$ cat src/rtl/spc_pkg.sv
package spc_pkg;
  localparam int NREG      = 3;
  localparam int ADDR_W    = 5;
  localparam int MAX_BYTES = 4;
  localparam int WORD_W    = MAX_BYTES * 8;
  localparam int CNT_W     = $clog2(MAX_BYTES + 1);
  localparam int LANE_W    = $clog2(MAX_BYTES);
  localparam int LSB_BIT   = 8;   // bit order select in register 0
  localparam int WIRE3_BIT = 9;   // pin mode select in register 0

  typedef enum logic {PH_INSTR, PH_DATA} phase_t;

  // byte count of the register at an address; unused addresses take one byte
  function automatic logic [CNT_W-1:0] reg_bytes(input logic [ADDR_W-1:0] a);
    case (a)
      ADDR_W'(0): return CNT_W'(4);
      ADDR_W'(1): return CNT_W'(3);
      ADDR_W'(2): return CNT_W'(2);
      default:    return CNT_W'(1);
    endcase
  endfunction

  // bit offset of a register in the flattened bank output
  function automatic int reg_offset(input int idx);
    int acc;
    acc = 0;
    for (int i = 0; i < idx; i++) acc += 8 * int'(reg_bytes(ADDR_W'(i)));
    return acc;
  endfunction

  localparam int TOTAL_W = reg_offset(NREG);
  localparam int W_CTL1  = 8 * int'(reg_bytes(ADDR_W'(0)));
  localparam int W_CTL2  = 8 * int'(reg_bytes(ADDR_W'(1)));
  localparam int W_AMP   = 8 * int'(reg_bytes(ADDR_W'(2)));

  // register lane of the n-th byte on the wire
  function automatic logic [LANE_W-1:0] byte_lane(input logic lsb,
                                                  input logic [CNT_W-1:0] idx,
                                                  input logic [CNT_W-1:0] nbytes);
    logic [CNT_W-1:0] t;
    t = lsb ? idx : (nbytes - CNT_W'(1) - idx);
    return t[LANE_W-1:0];
  endfunction

  // bit position inside a byte of the n-th bit on the wire
  function automatic logic [2:0] bit_pos(input logic lsb, input logic [2:0] idx);
    return lsb ? idx : (3'd7 - idx);
  endfunction

  // shift one serial bit into a byte according to bit order
  function automatic logic [7:0] shift_in(input logic lsb, input logic [7:0] cur,
                                          input logic din);
    return lsb ? {din, cur[7:1]} : {cur[6:0], din};
  endfunction
endpackage

$ cat src/rtl/spc_edge_sync.sv
module spc_edge_sync #(
  parameter int STAGES = 2
) (
  input  logic clk,
  input  logic rst_n,
  input  logic sclk,
  input  logic sdio_in,
  output logic sclk_rise,
  output logic sclk_fall,
  output logic din
);
  logic [STAGES:0]   sck_pipe;
  logic [STAGES-1:0] dat_pipe;

  always_ff @(posedge clk or negedge rst_n) begin
    if (!rst_n) begin
      sck_pipe <= '0;
      dat_pipe <= '0;
    end else begin
      sck_pipe <= {sck_pipe[STAGES-1:0], sclk};
      dat_pipe <= {dat_pipe[STAGES-2:0], sdio_in};
    end
  end

  assign sclk_rise = sck_pipe[STAGES-1] & ~sck_pipe[STAGES];
  assign sclk_fall = ~sck_pipe[STAGES-1] & sck_pipe[STAGES];
  assign din       = dat_pipe[STAGES-1];
endmodule

$ cat src/rtl/spc_frame_ctrl.sv
module spc_frame_ctrl
  import spc_pkg::*;
(
  input  logic              clk,
  input  logic              rst_n,
  input  logic              port_rst,
  input  logic              sclk_rise,
  input  logic              sclk_fall,
  input  logic              din,
  input  logic              lsb_first,
  input  logic              rd_bit,
  output logic              wr_en,
  output logic [ADDR_W-1:0] wr_addr,
  output logic [LANE_W-1:0] wr_lane,
  output logic [7:0]        wr_byte,
  output logic [ADDR_W-1:0] rd_addr,
  output logic [LANE_W-1:0] rd_lane,
  output logic [2:0]        rd_pos,
  output logic              rd_active,
  output logic              out_bit
);
  logic             ctl_rst;
  phase_t           phase;
  logic [2:0]       bit_cnt;
  logic [CNT_W-1:0] byte_cnt;
  logic [CNT_W-1:0] nbytes;
  logic [ADDR_W-1:0] addr;
  logic             is_rd;
  logic [7:0]       shreg;
  logic [7:0]       sh_next;
  logic             byte_done;

  assign ctl_rst   = port_rst | ~rst_n;
  assign sh_next   = shift_in(lsb_first, shreg, din);
  assign byte_done = sclk_rise && (bit_cnt == 3'd7);

  always_ff @(posedge clk or posedge ctl_rst) begin
    if (ctl_rst) begin
      phase    <= PH_INSTR;
      bit_cnt  <= '0;
      byte_cnt <= '0;
      nbytes   <= CNT_W'(1);
      addr     <= '0;
      is_rd    <= 1'b0;
      shreg    <= '0;
      out_bit  <= 1'b0;
    end else begin
      if (sclk_rise) begin
        shreg   <= sh_next;
        bit_cnt <= bit_cnt + 3'd1;
      end
      if (byte_done) begin
        if (phase == PH_INSTR) begin
          phase    <= PH_DATA;
          is_rd    <= sh_next[7];
          addr     <= sh_next[ADDR_W-1:0];
          nbytes   <= reg_bytes(sh_next[ADDR_W-1:0]);
          byte_cnt <= '0;
        end else begin
          byte_cnt <= byte_cnt + CNT_W'(1);
          if (byte_cnt == nbytes - CNT_W'(1)) phase <= PH_INSTR;
        end
      end
      if (sclk_fall && rd_active) out_bit <= rd_bit;
    end
  end

  assign rd_active = (phase == PH_DATA) && is_rd;
  assign wr_en     = byte_done && (phase == PH_DATA) && !is_rd;
  assign wr_addr   = addr;
  assign wr_byte   = sh_next;
  assign wr_lane   = byte_lane(lsb_first, byte_cnt, nbytes);
  assign rd_addr   = addr;
  assign rd_lane   = byte_lane(lsb_first, byte_cnt, nbytes);
  assign rd_pos    = bit_pos(lsb_first, bit_cnt);

  AST_BYTE_BOUND: assert property (@(posedge clk) disable iff (ctl_rst)
    (phase == PH_DATA) |-> (byte_cnt < nbytes));
  AST_PHASE_ON_RISE: assert property (@(posedge clk) disable iff (ctl_rst)
    !sclk_rise |=> $stable(phase));
  AST_COUNT_ON_RISE: assert property (@(posedge clk) disable iff (ctl_rst)
    !sclk_rise |=> $stable(bit_cnt));
  AST_OUT_ON_FALL: assert property (@(posedge clk) disable iff (ctl_rst)
    !sclk_fall |=> $stable(out_bit));
endmodule

$ cat src/rtl/spc_reg_bank.sv
module spc_reg_bank
  import spc_pkg::*;
(
  input  logic               clk,
  input  logic               rst_n,
  input  logic               wr_en,
  input  logic [ADDR_W-1:0]  wr_addr,
  input  logic [LANE_W-1:0]  wr_lane,
  input  logic [7:0]         wr_byte,
  input  logic [ADDR_W-1:0]  rd_addr,
  input  logic [LANE_W-1:0]  rd_lane,
  input  logic [2:0]         rd_pos,
  output logic               rd_bit,
  output logic [TOTAL_W-1:0] reg_flat
);
  logic [WORD_W-1:0] padded [NREG];
  logic [WORD_W-1:0] rd_word;

  for (genvar g = 0; g < NREG; g++) begin : g_reg
    localparam int NB  = int'(reg_bytes(ADDR_W'(g)));
    localparam int OFF = reg_offset(g);
    logic [WORD_W-1:0] word;
    for (genvar k = 0; k < MAX_BYTES; k++) begin : g_byte
      if (k < NB) begin : g_used
        logic [7:0] qb;
        always_ff @(posedge clk or negedge rst_n) begin
          if (!rst_n) qb <= '0;
          else if (wr_en && wr_addr == ADDR_W'(g) && wr_lane == LANE_W'(k)) qb <= wr_byte;
        end
        assign word[k*8 +: 8] = qb;
      end else begin : g_pad
        assign word[k*8 +: 8] = '0;
      end
    end
    assign padded[g] = word;
    assign reg_flat[OFF +: NB*8] = word[NB*8-1:0];
  end

  always_comb begin
    rd_word = '0;
    for (int i = 0; i < NREG; i++)
      if (rd_addr == ADDR_W'(i)) rd_word = padded[i];
  end

  assign rd_bit = rd_word[{rd_lane, rd_pos}];

  AST_LANE_IN_RANGE: assert property (@(posedge clk) disable iff (!rst_n)
    wr_en |-> (CNT_W'(wr_lane) < reg_bytes(wr_addr)));
endmodule

$ cat src/rtl/serial_cfg_port.sv
module serial_cfg_port
  import spc_pkg::*;
(
  input  logic              clk,
  input  logic              rst_n,
  input  logic              port_rst,
  input  logic              sclk,
  input  logic              sdio_in,
  output logic              sdio_out,
  output logic              sdio_oe,
  output logic              sdo,
  output logic [W_CTL1-1:0] ctl1_q,
  output logic [W_CTL2-1:0] ctl2_q,
  output logic [W_AMP-1:0]  amp_q
);
  logic               sclk_rise, sclk_fall, din;
  logic               wr_en, rd_bit, rd_active, out_bit;
  logic [ADDR_W-1:0]  wr_addr, rd_addr;
  logic [LANE_W-1:0]  wr_lane, rd_lane;
  logic [7:0]         wr_byte;
  logic [2:0]         rd_pos;
  logic [TOTAL_W-1:0] reg_flat;
  logic               lsb_first, three_wire;

  spc_edge_sync #(.STAGES(2)) i_sync (
    .clk(clk), .rst_n(rst_n), .sclk(sclk), .sdio_in(sdio_in),
    .sclk_rise(sclk_rise), .sclk_fall(sclk_fall), .din(din)
  );

  spc_frame_ctrl i_ctrl (
    .clk(clk), .rst_n(rst_n), .port_rst(port_rst),
    .sclk_rise(sclk_rise), .sclk_fall(sclk_fall), .din(din),
    .lsb_first(lsb_first), .rd_bit(rd_bit),
    .wr_en(wr_en), .wr_addr(wr_addr), .wr_lane(wr_lane), .wr_byte(wr_byte),
    .rd_addr(rd_addr), .rd_lane(rd_lane), .rd_pos(rd_pos),
    .rd_active(rd_active), .out_bit(out_bit)
  );

  spc_reg_bank i_bank (
    .clk(clk), .rst_n(rst_n),
    .wr_en(wr_en), .wr_addr(wr_addr), .wr_lane(wr_lane), .wr_byte(wr_byte),
    .rd_addr(rd_addr), .rd_lane(rd_lane), .rd_pos(rd_pos),
    .rd_bit(rd_bit), .reg_flat(reg_flat)
  );

  assign ctl1_q     = reg_flat[reg_offset(0) +: W_CTL1];
  assign ctl2_q     = reg_flat[reg_offset(1) +: W_CTL2];
  assign amp_q      = reg_flat[reg_offset(2) +: W_AMP];
  assign lsb_first  = ctl1_q[LSB_BIT];
  assign three_wire = ctl1_q[WIRE3_BIT];

  assign sdio_out = out_bit;
  assign sdio_oe  = rd_active & ~three_wire;
  assign sdo      = rd_active & three_wire & out_bit;

  AST_OE_AFTER_RISE: assert property (@(posedge clk) disable iff (port_rst || !rst_n)
    $rose(sdio_oe) |-> $past(sclk_rise));
  AST_NO_WRITE_IN_READ: assert property (@(posedge clk) disable iff (port_rst || !rst_n)
    wr_en |-> !sdio_oe);
endmodule

$ cat config.mk
export PLATFORM = sky130hd
export DESIGN_NAME = serial_cfg_port
export DESIGN_NICKNAME = d
export VERILOG_FILES = /design/src/rtl/spc_pkg.sv /design/src/rtl/spc_edge_sync.sv /design/src/rtl/spc_frame_ctrl.sv /design/src/rtl/spc_reg_bank.sv /design/src/rtl/serial_cfg_port.sv
export SDC_FILE = /design/constraint.sdc
export NUM_CORES = 1
export LEC_CHECK = 0
export ABC_CLOCK_PERIOD_IN_PS = 2850
export BUFFER_PORTS_ARGS = -buffer_cell sky130_fd_sc_hd__buf_2
export CAP_MARGIN = 5
export CORE_MARGIN = 2
export CORE_UTILIZATION = 58
export CTS_CLUSTER_SIZE = 40
export DETAILED_ROUTE_END_ITERATION = 8
export GPL_ROUTABILITY_DRIVEN = 0
export GPL_TIMING_DRIVEN = 0
export PLACE_DENSITY = 0.85
export REMOVE_ABC_BUFFERS = 1
export SYNTH_ARGS = -nofsm -noshare
export SYNTH_HDL_FRONTEND = slang
export SYNTH_SLANG_ARGS = --single-unit
$ cat constraint.sdc
create_clock -name clk -period 2.85 [get_ports clk]
set_clock_uncertainty 0.1 [all_clocks]
set_input_delay 0.57 -clock clk [delete_from_list [all_inputs] [get_ports clk]]
set_output_delay 0.57 -clock clk [all_outputs]
set_load 0.01 [all_outputs]
Word level (Yosys, flattened, before mapping) --
Index checks and enable logic that the tools add are counted.
Cells by class: bitwise gates (word level) 11, add/subtract/negate cells 5, reduce and logical (&&, ||, !) cells 22, muxes and demuxes 12, eq/ne operators 9, $lt $le $gt $ge 1
Operators by type and width (count):
- 2-to-1 mux 32 bit | 3
- logical AND 1 bit | 17
- equality test 5 x 1 -> 1 bit (second input constant) | 2
- equality test 5 x 2 -> 1 bit (second input constant) | 2
- zero test 5 bit | 2
- one-hot mux 3 bit (3 select lines) | 1
- 2-to-1 mux 8 bit | 1
- adder 3 x 1 -> 3 bit (second input constant) | 2
- < comparator 5 x 6 -> 1 bit (second input constant) | 1
- 2-to-1 mux 3 bit | 2
- bitwise AND 1 bit | 5
- binary-select mux 1 bit (select 5 bit) | 1
- NOT 1 bit | 5
- equality test 2 bit (second input constant) | 2
- equality test 3 bit | 1
- equality test 3 bit (second input constant) | 1
- 2-to-1 mux 1 bit | 3
- subtractor 3 x 1 -> 3 bit (second input constant) | 1
- subtractor 3 bit (first input constant) | 1
- equality test 2 x 1 -> 1 bit (second input constant) | 1
- zero test 2 bit | 1
- 2-to-1 mux 2 bit | 1
- AND reduction 2 bit | 1
- subtractor 2 bit | 1
- other kinds (2) | 2
Storage, ports and cells: bits in registers 102, logic and storage cells 79, input bits 5

Depth between registers and ports, before layout --
Gate-level depths: netlist of the first run.
depth after elaboration 7, depth in mapped cells 10

Modules after synthesis --
From an unflattened synthesis of the first run, not the netlist that was laid out.
Second synthesis, totals: cell total of the unflattened synthesis 378, area, all modules 4971.0 um2
By module, submodules not included:
- spc_reg_bank | instances 1, area each 3443.3 um2, cells an instance 238, sequential area each 1801.7 um2
- spc_frame_ctrl | instances 1, area each 1371.3 um2, cells an instance 131, sequential area each 626.9 um2
- spc_edge_sync | instances 1, area each 140.1 um2, cells an instance 7, sequential area each 125.1 um2
- serial_cfg_port | instances 1, area each 16.3 um2, cells an instance 2, sequential area each 0.0 um2

Worst setup path before layout of the first run --
OpenSTA, ideal clock, no wires.
path kind reg2reg, start point register i_ctrl.nbytes[0], end point register i_bank.g_reg[0].g_byte[0].g_used.qb[5], slack 537 ps, required time 2606 ps, arrival 2070 ps, buffers on the path 1, stages on the path, launching flop included 9, period minus slack after synthesis 2313 ps, cell sequence dfstp_2 -> inv_1 -> ha_1 -> xor2_1 -> a21o_1 -> a22o_1 -> nand3_1 -> clkbuf_1 -> o21ai_1
On the way: cells in the longest elaborated chain, start to end 5
RTL lines:
- start: declaration | RTL line spc_frame_ctrl.sv:26 | logic [CNT_W-1:0] nbytes;
- start signal: assignment | RTL line spc_frame_ctrl.sv:57 | nbytes <= reg_bytes(sh_next[ADDR_W-1:0]);
- subtractor 3 x 1 -> 3 bit
- subtractor 2 bit | RTL line spc_pkg.sv:41 | t = lsb ? idx : (nbytes - CNT_W'(1) - idx);
- 2-to-1 mux 2 bit | RTL line spc_pkg.sv:41
- zero test 2 bit | RTL line spc_reg_bank.sv:28 | else if (wr_en && wr_addr == ADDR_W'(g) && wr_lane == LANE_W'(k)) qb <= wr_byte;
- logical AND 1 bit | RTL line spc_reg_bank.sv:28
- end signal: assignment | RTL line spc_reg_bank.sv:28
- end: declaration | RTL line spc_reg_bank.sv:25 | logic [7:0] qb;
No other way between the ends. A chain may end at the register's enable or synchronous reset.

Worst setup path in the final report of the first run --
start point register i_bank.g_reg[0].g_byte[1].g_used.qb[0], end point register i_ctrl.out_bit
On the way: cells in the longest elaborated chain, start to end 5, elaborated cells on any way between the ends 7, classes of those cells mux: 7
RTL lines:
- start: declaration | RTL line spc_reg_bank.sv:25
- start signal: assignment | RTL line spc_reg_bank.sv:28
- 2-to-1 mux 32 bit (3 in a row) | RTL line spc_reg_bank.sv:42 | if (rd_addr == ADDR_W'(i)) rd_word = padded[i];
- binary-select mux 1 bit (select 5 bit) * | RTL line spc_reg_bank.sv:45 | assign rd_bit = rd_word[{rd_lane, rd_pos}];
- 2-to-1 mux 1 bit (implied by the code) * | RTL line spc_reg_bank.sv:45
- end signal: assignment | RTL line spc_frame_ctrl.sv:64 | if (sclk_fall && rd_active) out_bit <= rd_bit;
- end: declaration | RTL line spc_frame_ctrl.sv:20 | output logic out_bit
Mark *: on every way between the ends. The rest lies on a longest branch, timed or not. The select of a mux whose other input is x is not followed.

==> run summary, run 1 <==
The area added between synthesis and finish is 15.2%. The synthesized netlist contains 63 unique library cells. The total core area came out at 0.00920 sq mm.

The post-synthesis sequential area ratio came out at 0.467. The most critical setup path has its startpoint at i_bank.g_reg[0].g_byte[1].g_used.qb[0]$_DFFE_PN0P_. The worst hold-check path type is in -> async. The share of synthesized area spent on multiplexers is 0.119. The placement-stage cell area is 0.00596 sq mm. VDD sags by at most 0.423 mV.

Yosys mapped a number of flops with a built-in enable equal to 0. The number of stages on the worst setup path came out at 7. In the layout the commonest cells are 97 x sky130_fd_sc_hd__dfrtp_1, 78 x sky130_fd_sc_hd__buf_2, 77 x sky130_fd_sc_hd__nand2_1, 52 x sky130_fd_sc_hd__nor2_1, 40 x sky130_fd_sc_hd__a21oi_1. The number of max-slew violations in the final report is 0. After clock tree synthesis, the clock-pin slew on the worst setup and hold paths is 90 ps.

The share of async-settable or async-resettable flops after synthesis came out at 1.00. The detail route stage leaves a number of antenna-violating nets equal to 0. The detailed router finished its first iteration with ~480 violations.

For this run the aggregate overflow at the end of global routing stands at 0. The internal power component is 2.77 mW. The number of flip-flops and latches in the synthesized netlist is 102. The endpoint of the worst register-to-register path is i_ctrl.out_bit$_DFFE_PP0P_.

The headroom to the max-slew limit came out at 0.260. The overall die width came out at 101 um. The hold violation total from the final report came out at 5. The die covers 0.0102 sq mm. The critical path data required time came out at 3040 ps. The final critical-path share of the clock period is 0.970. The average size of a mapped cell came out at 9.72 sq um. Of the total synthesized cell area, the portion taken by full adders, half adders and majority gates is 0.0114. The CTS sink count is between 100 and 150. The most common library cell in the layout ignoring fill and taps is sky130_fd_sc_hd__dfrtp_1. The count of synthesis-stage warnings from yosys came out at 0. The run finished, with violations left. The number of cell rows is 35. The clock network latency to the later pin of the worst-skew pair is between 300 and 400 ps.

The length of the first detailed-routing pass in iterations came out at 8. On the worst path, the slowest cell contributes a delay of approximately 670 ps. In the synthesized netlist, the number of instances is 563. The share of total power dissipated in combinational logic is 0.360.

Setup total negative slack on the finished layout was measured at 0 ps. The switching part of the total came out at 0.396. The end point of the critical path is i_ctrl.out_bit$_DFFE_PP0P_. The synthesized-area fraction occupied by and/or/nand/nor cells came out at 0.159. The first-pass GRT wire length is 23.2 mm. The setup slack of the critical path after layout is about 85 ps. For flop-to-flop paths, the worst setup slack is 90 ps. The number of setup violations in the final report is 0.

The netlist area before placement is 0.00547 sq mm. The routed layout has 4885 vias. The TritonCTS buffer count is 9.

The residual DRC count came out at 0. The setup slack after placement came out at -673 ps. The initial antenna violation count is 0.

The setup path with the least slack is of type reg -> reg. The post-route minimum period is 2760 ps. The power per cell area is about 730 mW/mm^2. Measured in cells, the most critical reg-to-reg path has a length of 7.

The aggregate global-route resource usage is 0.295. The clock network fraction of total power is 0.215. The number of nets in the layout is around 640. 0 antenna diodes ended up in the layout.

The half-perimeter wire length after placement came out at approximately 10 mm. The critical path startpoint category is a register. The share of final-layout standard cells stronger than drive strength 1 is 0.253. The analysis attributes to cell leakage a power of 2.90 nW. Based on the critical path, the design can be clocked at up to ~0.36 GHz. The instance count after placement with tap cells included came out at 723.

The sum of buffers and inverters on the critical path is 1. The pin count of the biggest net entering global routing is 57. The synthesized-area fraction occupied by xor and xnor cells is 0.0112.

The slew at the pin with the worst max-slew slack is between 1000 and 1500 ps. The non-filler instance count after layout came out at 743. The maximum buffer depth of the clock tree is 2.

Of all nets on the critical path, the largest fanout is 37. The signal on the critical path passes through buf_12 > nor2b_1 > nor2_4 > mux2i_1 > a221oi_1 > o221ai_1 > a31oi_1. The element type at the critical path end is a register. The count of buffers added on input and output ports is 79. The checks that failed: hold timing. After synthesis, the largest family of logic cells by area is compound AO/OA/AOI/OAI gates. The die height is 101 um.

The post-synthesis compound-gate area fraction came to 0.185. The family of cells with the greatest summed delay on the critical path is compound AO/OA/AOI/OAI gates. The routed wire length came out at 15.0 mm.

The number of global-route vias before repair was 4494. The total power of the final layout came out at approximately 4.6 mW. Data arrives at the worst endpoint at about 3000 ps. After routing the design area is approximately 0.0063 sq mm. The library cell contributing the largest single delay on the critical path is sky130_fd_sc_hd__dfrtp_2. The initial utilization of the core area, before any placement, comes to 0.595. The dominant synthesized flop cell is sky130_fd_sc_hd__dfrtp_1. The tool flagged a number of max-cap violations equal to 0. Pin placement for this block handled 80 I/O pins. The startpoint identified for the worst register-to-register timing path is i_bank.g_reg[0].g_byte[1].g_used.qb[0]$_DFFE_PN0P_. The net load switching power is between 1.5 and 2 mW. The share of total power dissipated in sequential elements is 0.424. Final hold analysis gives a worst-case slack of -4.96 ps. TritonCTS built the clock tree. The tree is rooted in a sky130_fd_sc_hd__clkbuf_8.

The number of buffers added to fix hold violations after cts is 0. The core utilization of the finished layout is 0.686. Using the TritonRoute via totals, the vias-per-cell ratio works out to 6.57. In the final routed layout, each cell accounts on average for 20.2 um. The number of H-tree levels came out at 3.
[worst reg2reg max path: stages (launching register included)]
cell and delay [ps]:
sky130_fd_sc_hd__dfrtp_2 670, sky130_fd_sc_hd__buf_12 270, sky130_fd_sc_hd__nor2b_1 480, sky130_fd_sc_hd__nor2_4 150, sky130_fd_sc_hd__mux2i_1 190, sky130_fd_sc_hd__a221oi_1 400
sky130_fd_sc_hd__o221ai_1 230, sky130_fd_sc_hd__a31oi_1 190
[cell type report]
cell class                 count  area (sq um)
sequential                   102          2560
fill                         652          2890
timing repair buffer          93           624
tap                          111           139
inverter                       8          30.0
multi-input combinational    413          2730
clock buffer                  11           131
clock inverter                 5          83.8
[worst min path at each step]
| stage | slack (ps) | to | startpoint |
|---|---|---|---|
| floorplan | 170 | i_bank.g_reg[0].g_byte[0].g_used.qb[0]$_DFFE_PN0P_ | rst_n |
| global placement | 240 | i_sync.dat_pipe[1]$_DFF_PN0_ | i_sync.dat_pipe[0]$_DFF_PN0_ |
| detailed placement | 240 | i_sync.sck_pipe[1]$_DFF_PN0_ | i_sync.sck_pipe[0]$_DFF_PN0_ |
| CTS | 0.7 | i_bank.g_reg[0].g_byte[3].g_used.qb[0]$_DFFE_PN0P_ | rst_n |
| global route | 5 | i_bank.g_reg[0].g_byte[3].g_used.qb[0]$_DFFE_PN0P_ | rst_n |
| finish | -5 | i_bank.g_reg[0].g_byte[3].g_used.qb[0]$_DFFE_PN0P_ | rst_n |
[cell usage after synthesis (3+ instances only)]
cell type	instances	area share
sky130_fd_sc_hd__buf_4	5	0.0069
sky130_fd_sc_hd__nand3b_1	4	0.0055
sky130_fd_sc_hd__nand2_1	77	0.053
sky130_fd_sc_hd__mux2i_1	45	0.082
sky130_fd_sc_hd__o221ai_1	9	0.014
sky130_fd_sc_hd__xor2_1	3	0.0048
sky130_fd_sc_hd__nor3_1	5	0.0046
sky130_fd_sc_hd__a22o_1	6	0.0096
sky130_fd_sc_hd__dfrtp_1	101	0.46
sky130_fd_sc_hd__a22oi_1	3	0.0041
sky130_fd_sc_hd__buf_6	4	0.0082
sky130_fd_sc_hd__a21oi_1	40	0.037
sky130_fd_sc_hd__buf_2	21	0.019
sky130_fd_sc_hd__a31oi_1	6	0.0069
sky130_fd_sc_hd__nor2_1	53	0.036
sky130_fd_sc_hd__a211oi_1	5	0.0069
sky130_fd_sc_hd__xnor2_1	4	0.0064
sky130_fd_sc_hd__clkbuf_1	10	0.0069
sky130_fd_sc_hd__o21ai_1	32	0.029
sky130_fd_sc_hd__ha_1	5	0.011
sky130_fd_sc_hd__nand2b_1	6	0.0069
sky130_fd_sc_hd__a221oi_1	5	0.0080
sky130_fd_sc_hd__inv_1	6	0.0041
sky130_fd_sc_hd__nor2_2	3	0.0034
sky130_fd_sc_hd__o21ai_2	12	0.019
sky130_fd_sc_hd__mux4_2	8	0.033
sky130_fd_sc_hd__nand3_1	11	0.010
sky130_fd_sc_hd__o21ai_0	24	0.022
sky130_fd_sc_hd__nor2b_1	8	0.0091
[cell families (layout without fill, tap and decap cells)]
logic type,count (synthesis),after routing
fa+ha+maj,5,5
mux,55,55
buf+inv,48,117
simple gates,185,185
compound gates,161,161
flops,102,102
xor+xnor,7,7
[registers in the layout, indices dropped and copies added (netlist names), 2 cells and up]
signal,flops
i_bank.g.g_byte.g_used.qb,72
i_sync.sck_pipe,3
i_ctrl.shreg,8
i_sync.dat_pipe,2
i_ctrl.bit_cnt,3
i_ctrl.nbytes,3
i_ctrl.rd_addr,5
i_ctrl.byte_cnt,3
[power by group through the flow]
stage          clock network, mW  registers [mW]  logic, mW
2_1_floorplan                  0            1.91       1.06
3_3_place_gp                   0            1.99       1.37
3_5_place_dp                   0            1.94       1.55
4_1_cts                    0.994            1.91       1.56
5_1_grt                     1.05            1.97       1.77
6_report                   0.987            1.94       1.65
[metal layers]
layer	global-route usage	part of all wire	vias up
met5	0	0	-
met4	0.0998	0.034	0
met3	0.0580	0.11	60
met2	0.475	0.47	339
met1	0.406	0.39	2328
li1	-	-	2158
[repair_timing]
| item | in CTS | in global routing |
|---|---|---|
| buffers inserted | 0 | 4 |
| gates resized for setup | 3 | 11 |
| pin swaps | 0 | 2 |
| setup endpoints to repair | 80 | 71 |
(Power assumes the default switching activity.)
==> run 2: changes to the inputs <==
--- a/config.mk
+++ b/config.mk
@@ -8,6 +8,7 @@
 export ABC_CLOCK_PERIOD_IN_PS = 2850
 export BUFFER_PORTS_ARGS = -buffer_cell sky130_fd_sc_hd__buf_2
 export CAP_MARGIN = 5
+export CORE_ASPECT_RATIO = 0.9
 export CORE_MARGIN = 2
 export CORE_UTILIZATION = 58
 export CTS_CLUSTER_SIZE = 40
==> run 2 against run 1 <==
Compared with the run above: the run now ends clean; global-route usage shrank 0.061 points; flip-flop and latch count is the same; setup slack gained 51 ps; count of clock-buffer cells in the layout is the same; core utilization grew 0.056 points; cell count grew 1.7%; register-to-register slack gained 50 ps; combinational power is essentially flat; hold slack gained 180 ps; sequential power shrank 3%; routed wire length shrank 2.0%; via count shrank 2.4%; largest power group unchanged.
==> run summary, run 2 (synthesized netlist as in run 1, its figures left out) <==
The number of H-tree levels is 3. The half-perimeter wire length after placement came out at 9.94 mm. The critical path goes through nor2b_1 > nor2_4 > mux2i_1 > a311oi_1 > o221ai_1 > a31oi_1. Data on the critical path is required at its endpoint by between 3000 and 4000 ps. The family of cells with the greatest summed delay on the critical path is flip-flops.

The core region is a little over 0.009 sq mm. The largest vdd supply drop came out at between 0.4 and 0.5 mV. The number of flip-flops under the largest register name is 72. The worst setup path is launched from a register.

The most common library cell in the layout ignoring fill and taps is sky130_fd_sc_hd__dfrtp_1. The number of cell rows came out at 33. The clock input transition at the sequential cells of the worst setup and hold paths came out at about 100 ps.

The initial standard-cell utilization of the core came out at 0.600. The diode insertion count for antenna repair is 0. The share of final-layout standard cells stronger than drive strength 1 is 0.249. The tree is rooted in a sky130_fd_sc_hd__clkbuf_8.

For the worst setup path, the data arrival time is just under 3000 ps. The static leakage came out at between 2 and 3 nW. The post-route cell area came out at roughly 0.0063 sq mm. The largest fanout of any net on the critical path is 50. The number of nets in the layout came out at 639. Total power for the finished layout comes to 4.39 mW. For the pin with the worst max-slew slack, the measured transition is approximately 1100 ps. The aggregate global-route resource usage came out at 0.295. The total overflow reported by the global router is 0. In the routed layout, each cell is associated on average with a via count of 6.31. TritonCTS built the clock tree. The floorplan step set the die width to 106 um.

The run finished with clean final reports. The category of the most critical setup path is reg -> reg. The register name with the most flops is i_bank.g.g_byte.g_used.qb. In the routed design, unresolved DRC markers number 0. Across the whole layout, storage elements account for 0.00256 sq mm. The post-route minimum period came out at 2710 ps. The number of input and output port buffers inserted came out at 79. The sum of buffers and inverters on the critical path is 0. STA classifies the critical path endpoint as a register. The count of filler cells inserted in the layout is 690. The number of max-cap violations is 0. The headroom to the max-slew limit came out at 0.268.

The die area is 0.0102 sq mm. The routed wire length is about 15 mm. The count of pins on the block boundary came out at 80. The slowest stage of the critical path belongs to the cell sky130_fd_sc_hd__dfrtp_4.

The routed wirelength normalized by instance count is a little under 20 um. Measured on the finished design, the core utilization comes to 0.686. The area added between synthesis and finish is 14.4%. The multi-input combinational cells in the finished layout cover a total of 0.00271 sq mm. The CTS sink count came out at 102. The initial antenna violation count came out at 0.

The pin count of the biggest net entering global routing came out at 57. The length of the first detailed-routing pass in iterations is 6. The number of global-route vias before repair is 4411.

Summing all placed instances gives a cell area of ~0.006 sq mm. The fmax is 0.368 GHz. The top cell types in the final layout, fill and taps aside, are 98 x sky130_fd_sc_hd__dfrtp_1, 78 x sky130_fd_sc_hd__buf_2, 77 x sky130_fd_sc_hd__nand2_1, 52 x sky130_fd_sc_hd__nor2_1, 40 x sky130_fd_sc_hd__a21oi_1. The die height came out at 96.2 um. The TritonCTS buffer count came out at 9.

Counting along the longest clock path gives a buffer depth of 2. The final critical-path share of the clock period came out at 0.952. The first global-routing pass estimated 22.9 mm of wire.

The number of max-slew violations in the final report is 0. For this block, the initial DRC count from the detailed router was 549. The clock network latency to the later pin of the worst-skew pair is 380 ps. In this design, the stage delay of the slowest critical-path cell is 850 ps.

The number of nets with antenna violations after detailed routing came out at 0. The final setup TNS came out at 0 ps. The worst hold-check path type is in -> async. The power per cell area is 700 mW/mm^2. The via total after detailed routing came out at 4767. Setup repair after global routing could not meet its margin everywhere. The number of setup violations in the final report came out at 0. The hold violation total from the final report is 0.
## run 2: layer usage
metal | up-vias | share of wire | track usage
met5 | - | 0 | 0
met4 | 0 | 0.037 | 0.107
met3 | 67 | 0.095 | 0.0758
met2 | 268 | 0.46 | 0.462
met1 | 2279 | 0.41 | 0.400
li1 | 2153 | - | -
## run 2: repair_timing
action,in CTS,in global routing
setup endpoints to repair,80,69
setup buffers,0,6
resized for setup,3,6
hold endpoints to repair,21,0
pin swaps,0,3
hold buffers,1,0
## run 2: worst register-to-register path, cell delays in order, from the launching register on
cell and delay [ps]:
sky130_fd_sc_hd__dfrtp_4 850, sky130_fd_sc_hd__nor2b_1 580, sky130_fd_sc_hd__nor2_4 150, sky130_fd_sc_hd__mux2i_1 180, sky130_fd_sc_hd__a311oi_1 370, sky130_fd_sc_hd__o221ai_1 220
sky130_fd_sc_hd__a31oi_1 200
## run 2: final timing paths
| kind | depth (start not counted) | end | from | slack [ps] |
|---|---|---|---|---|
| min | 2 | i_ctrl.shreg[4]$_DFFE_PP0P_ | port_rst | 170 |
| max | 6 | i_ctrl.out_bit$_DFFE_PP0P_ | i_bank.g_reg[0].g_byte[1].g_used.qb[0]$_DFFE_PN0P_ | 140 |
| max in group asynchronous | 4 | i_ctrl.nbytes[0]$_DFFE_PP1P_ | rst_n | 1060 |
| min in group clk | 1 | i_sync.sck_pipe[0]$_DFF_PN0_ | sclk | 190 |
| min reg2reg | 0 | i_sync.sck_pipe[1]$_DFF_PN0_ | i_sync.sck_pipe[0]$_DFF_PN0_ | 260 |
| max reg2reg | 6 | i_ctrl.out_bit$_DFFE_PP0P_ | i_bank.g_reg[0].g_byte[1].g_used.qb[0]$_DFFE_PN0P_ | 140 |
## run 2: area by class of cell
class,count,share of cell area
clock inverters,5,0.00519
repair buffers,95,0.100
well taps,122,0.0244
clock buffers,11,0.0226
inverters,8,0.00480
flip-flops and latches,102,0.409
multi-input cells,413,0.433
## run 2: per-stage QoR
step | cells | setup WS [ps] | hold slack, ps
after floorplan | 523 | -611 | 174
after global placement | 724 | -1380 | 236
after detailed placement | 732 | -671 | 235
after CTS | 749 | -130 | 180
after global routing | 756 | -72.8 | 173
final | 756 | 136 | 172
## run 2: power breakdown
group | switching [mW] | total [mW] | leakage, nW | internal (mW)
combinational | 0.972 | 1.65 | 1.42 | 0.676
clock | 0.502 | 0.846 | 0.0939 | 0.344
sequential | 0.298 | 1.89 | 1.39 | 1.59
